File: config.mk
export PLATFORM = sky130hd
export DESIGN_NAME = serial_latch_driver
export DESIGN_NICKNAME = d
export VERILOG_FILES = /design/src/rtl/slr_pkg.sv /design/src/rtl/slr_shift.sv /design/src/rtl/slr_latch.sv /design/src/rtl/slr_gate.sv /design/src/rtl/serial_latch_driver.sv
export SDC_FILE = /design/constraint.sdc
export NUM_CORES = 1
export LEC_CHECK = 0
export BUFFER_PORTS_ARGS = -buffer_cell sky130_fd_sc_hd__buf_2
export CORE_MARGIN = 3
export CORE_UTILIZATION = 30
export CTS_CLUSTER_DIAMETER = 100
export CTS_CLUSTER_SIZE = 10
export DETAILED_ROUTE_END_ITERATION = 8
export SLEW_MARGIN = 20
export SYNTH_ARGS = -nofsm -noshare
export SYNTH_HDL_FRONTEND = slang
export SYNTH_SLANG_ARGS = --single-unit
File: constraint.sdc
create_clock -name clk -period 1.96 [get_ports clk]
set_input_delay 0.392 -clock clk [delete_from_list [all_inputs] [get_ports clk]]
set_output_delay 0.392 -clock clk [all_outputs]
set_load 0.02 [all_outputs]
File: src/rtl/slr_pkg.sv
package slr_pkg;

    // Control bundle shared by the submodules.
    typedef struct packed {
        logic clear;   // feed zero into stage 0
        logic strobe;  // latch transparency
        logic blank;   // all outputs forced off
    } slr_ctrl_t;

    // Bit entering the first stage.
    function automatic logic feed_bit(input logic din, input logic clear);
        return clear ? 1'b0 : din;
    endfunction

    // Global off condition: disable and undervoltage act the same.
    function automatic logic blank_all(input logic dis, input logic uv);
        return dis | uv;
    endfunction

endpackage

File: src/rtl/slr_shift.sv
module slr_shift #(
    parameter int NUM_CH = 8
) (
    input  logic              clk,
    input  logic              rst,
    input  logic              din,
    input  slr_pkg::slr_ctrl_t ctrl,
    output logic [NUM_CH-1:0] stage_q,
    output logic [NUM_CH-1:0] stage_d
);
    localparam int LAST = NUM_CH - 1;

    assign stage_d = {stage_q[LAST-1:0], slr_pkg::feed_bit(din, ctrl.clear)};

    always_ff @(posedge clk) begin
        if (rst) stage_q <= '0;
        else     stage_q <= stage_d;
    end

    assert_shift_move_R2: assert property (@(posedge clk) disable iff (rst)
        !rst |=> stage_q[LAST:1] == $past(stage_q[LAST-1:0]));

    assert_clear_zero_R3: assert property (@(posedge clk) disable iff (rst)
        ctrl.clear |=> !stage_q[0]);

endmodule

File: src/rtl/slr_latch.sv
module slr_latch #(
    parameter int NUM_CH = 8
) (
    input  logic              clk,
    input  logic              rst,
    input  slr_pkg::slr_ctrl_t ctrl,
    input  logic [NUM_CH-1:0] stage_q,
    input  logic [NUM_CH-1:0] stage_d,
    output logic [NUM_CH-1:0] view
);
    logic [NUM_CH-1:0] held_q;

    // Capture the post-edge shift value so a falling strobe keeps what was shown.
    always_ff @(posedge clk) begin
        if (rst)              held_q <= '0;
        else if (ctrl.strobe) held_q <= stage_d;
    end

    assign view = ctrl.strobe ? stage_q : held_q;

    assert_latch_hold_R6: assert property (@(posedge clk) disable iff (rst)
        (!ctrl.strobe && $past(!ctrl.strobe) && !$past(rst)) |-> view == $past(view));

endmodule

File: src/rtl/slr_gate.sv
module slr_gate #(
    parameter int NUM_CH = 8
) (
    input  logic              clk,
    input  logic              rst,
    input  slr_pkg::slr_ctrl_t ctrl,
    input  logic [NUM_CH-1:0] fault_mask,
    input  logic [NUM_CH-1:0] view,
    output logic [NUM_CH-1:0] chan_on
);
    for (genvar i = 0; i < NUM_CH; i++) begin : g_ch
        assign chan_on[i] = view[i] & ~fault_mask[i] & ~ctrl.blank;
    end

    assert_blank_off_R7: assert property (@(posedge clk) disable iff (rst)
        ctrl.blank |-> chan_on == '0);

    assert_fault_off_R9: assert property (@(posedge clk) disable iff (rst)
        (chan_on & fault_mask) == '0);

endmodule

File: src/rtl/serial_latch_driver.sv
module serial_latch_driver #(
    parameter int NUM_CH = 8
) (
    input  logic              clk,
    input  logic              rst,
    input  logic              ser_in,
    input  logic              clr,
    input  logic              strobe,
    input  logic              out_dis,
    input  logic              uv_lock,
    input  logic [NUM_CH-1:0] fault_mask,
    output logic [NUM_CH-1:0] chan_on,
    output logic              ser_out
);
    localparam int LAST = NUM_CH - 1;

    slr_pkg::slr_ctrl_t ctrl;
    logic [NUM_CH-1:0]  stage_q;
    logic [NUM_CH-1:0]  stage_d;
    logic [NUM_CH-1:0]  view;

    assign ctrl.clear  = clr;
    assign ctrl.strobe = strobe;
    assign ctrl.blank  = slr_pkg::blank_all(out_dis, uv_lock);

    slr_shift #(.NUM_CH(NUM_CH)) u_shift (
        .clk(clk), .rst(rst), .din(ser_in), .ctrl(ctrl),
        .stage_q(stage_q), .stage_d(stage_d)
    );

    slr_latch #(.NUM_CH(NUM_CH)) u_latch (
        .clk(clk), .rst(rst), .ctrl(ctrl),
        .stage_q(stage_q), .stage_d(stage_d), .view(view)
    );

    slr_gate #(.NUM_CH(NUM_CH)) u_gate (
        .clk(clk), .rst(rst), .ctrl(ctrl), .fault_mask(fault_mask),
        .view(view), .chan_on(chan_on)
    );

    assign ser_out = stage_q[LAST];

    assert_transparent_R5: assert property (@(posedge clk) disable iff (rst)
        (strobe && !out_dis && !uv_lock && fault_mask == '0) |-> chan_on == stage_q);

    assert_uv_blank_R8: assert property (@(posedge clk) disable iff (rst)
        uv_lock |-> chan_on == '0);

endmodule

==> impl_metrics.env <==
export IMPL_antenna_found_initial=0
export IMPL_clkSlewWorstSetupHoldPaths_ns=0.08
export IMPL_die_w_um=51.80
export IMPL_ys_seq_area_share_pct=50.89
export IMPL_path_class="in2out"
export IMPL_grtUsageTotal_pct=10.41
export IMPL_syn_to_final_growth_pct=23.06
export IMPL_diodes=0
export IMPL_finalCritPeriodShare_pct=87.03
export IMPL_placed_area_sq_um=752.0
export IMPL_end_kind="output port"
export IMPL_htreeDepth=1
export IMPL_routed_wl_mm=1.185
export IMPL_rsz0062_at_grt="no"
export IMPL_synth_area_leader_cell="dfxtp_1"
export IMPL_fill_cells=197
export IMPL_drtAntennaViolNets=0
export IMPL_dieHeight_um=51.80
export IMPL_cp_start_kind="input port"
export IMPL_ff_latch_area_sq_um=320.3
export IMPL_hold_class="in2reg"
export IMPL_synthSimpleGateAreaFrac_pct=23.06
export IMPL_vias=504
export IMPL_fmax_mhz=586.2
export IMPL_place_port_buffers=23
export IMPL_final_hold_viol_count=0
export IMPL_tightest_slew_ns=0.4662
export IMPL_avgSynthCellArea_sq_um=10.32
export IMPL_setup_violations=0
export IMPL_grt_overflow_total=0
export IMPL_powerDensity_nw_per_um2=689.3
export IMPL_layout_commonest_cell="buf_2"
export IMPL_initial_utilization_pct=33.87
export IMPL_drive_gt1_share_pct=40.48
export IMPL_num_io_pins=24
export IMPL_clockBufferDepth=2
export IMPL_finalClockSkew_ns=0.0003119
export IMPL_cp_max_fo=8
export IMPL_whs_ns=0.2683
export IMPL_synth_xor_xnor_area_share_pct=0
export IMPL_core_sq_um=1858
export IMPL_cpMostUsedCell="buf_2"
export IMPL_drtIter0Drc=4
export IMPL_cpPeakStageDelay_ns=0.39
export IMPL_cts_root_buf="clkbuf_4"
export IMPL_path_cells="buf_2 > or2_1 > a211oi_2 > buf_2"
export IMPL_synthAdderAreaFrac_pct=0
export IMPL_cp_data_required_time_ns=1.57
export IMPL_drc=0
export IMPL_ys_seq_elements=16
export IMPL_cts_sinks=16
export IMPL_multi_input_area_sq_um=285.3
export IMPL_ctsResizeCount=0
export IMPL_viasPerCell=4.624
export IMPL_power_leakage_nw=0.2966
export IMPL_rows=15
export IMPL_worst_path_buf_inv=2
export IMPL_drtPass1Iterations=2
export IMPL_yosys_area_top_type_share_pct=50.89
export IMPL_cts_tree="yes"
export IMPL_hold_buffers=0
export IMPL_fin_area_sq_um=774.5
export IMPL_wire_per_inst_um=10.87
export IMPL_ir_drop_mv=0.2877
export IMPL_place_hpwl_um=849.4
export IMPL_syn_instance_count=61
export IMPL_place_gp_congestion=0.6367
export IMPL_fin_total_pwr_w=0.0005339
export IMPL_mostFrequentLayoutCells="buf_2, dfxtp_1"
export IMPL_cpLargestDelayFamily="simple AND/OR/NAND/NOR gates"
export IMPL_worstPathArrival_ns=1.31
export IMPL_maxCapViolCount=0
export IMPL_grt_max_degree=18
export IMPL_synth_top_family_by_area="simple AND/OR/NAND/NOR gates"
export IMPL_clk_latency_ns=0.28
export IMPL_syn_cell_area_sq_um=629.4
export IMPL_placedCellCount=106
export IMPL_cp_slowest_cell="or2_1"
export IMPL_synth_warnings=0
export IMPL_synth_compound_area_share_pct=22.27
export IMPL_synth_fp_nets=76
export IMPL_maxSlewViolCount=0
export IMPL_finalSetupTns_ns=0
export IMPL_ys_types=12
export IMPL_grt_first_pass_wirelength_mm=1.973
export IMPL_slew_headroom_pct=68.92
export IMPL_post_cts_buffers=0
export IMPL_yosys_top_cells_area="dfxtp_1, a211oi_2, nand2b_1"
export IMPL_nets=101
export IMPL_status="finished, final reports clean"
export IMPL_grt_pass1_vias=451
export IMPL_min_period_ns=1.706
export IMPL_die_area_sq_um=2683
export IMPL_cts_made_buffers=3
export IMPL_stdcell_count=109
export IMPL_muxShareOfSynthArea_pct=0
## cells by family after synthesis
kind of cell,count (synthesis)
AND/OR/NAND/NOR,26
flip-flops,16
AO/OA/AOI/OAI,16
buffers and inverters,3
## flip-flops by register name, indices dropped and copies added, names as in the netlist
register         flops
u_latch.held_q       8
u_shift.stage_q      8
## metrics by stage
stage / setup WS (ns) / util [%]
after CTS: 0.2514 / 41.68
after detailed placement: 0.2552 / 40.47
final: 0.2542 / 41.68
after global routing: 0.1966 / 41.68
after global placement: 0.2885 / 40.47
after floorplan: 0.4225 / -
## layout make-up
type / instances / area share (%)
Sequential cell: 16 / 41.36
Multi-Input combinational cell: 42 / 36.83
Timing Repair Buffer: 23 / 14.86
Tap cell: 25 / 4.039
Clock buffer: 3 / 2.908
## cell usage after synthesis, drive strengths merged
| cell type | count |
|---|---|
| nand2 | 8 |
| a211oi | 8 |
| or2 | 1 |
| nor2b | 7 |
| nand2b | 8 |
| a21oi | 8 |
| dfxtp | 16 |
| buf | 3 |
| nand3b | 1 |
| nor3b | 1 |
## routing by layer
layer	share of wire, %	vias up	GRT usage (%)
met4	2.0	0	6.550
met5	0	-	0
met3	11	5	5.444
met1	45	223	12.48
met2	41	22	14.41
li1	-	254	-
## power by group
group / internal [W] / switching [W] / total [W]
logic: 0.0000168 / 0.0000216 / 0.0000383
clock network: 0.0000714 / 0.0000940 / 0.000165
registers: 0.000329 / 0.00000130 / 0.000330
total: 0.000417 / 0.000117 / 0.000534
## final timing paths
check	from	slack, ns	depth (start not counted)	end
worst max-delay path	uv_lock	0.25	4	chan_on[3]
worst min-delay path	clr	0.27	2	u_shift.stage_q[0]$_SDFF_PP0_
worst min register to register	u_shift.stage_q[0]$_SDFF_PP0_	0.47	1	u_shift.stage_q[1]$_SDFF_PP0_
worst max register to register	u_shift.stage_q[5]$_SDFF_PP0_	1.33	2	u_latch.held_q[6]$_SDFFE_PP0P_
Note: power is estimated with default switching activity, not from simulation.
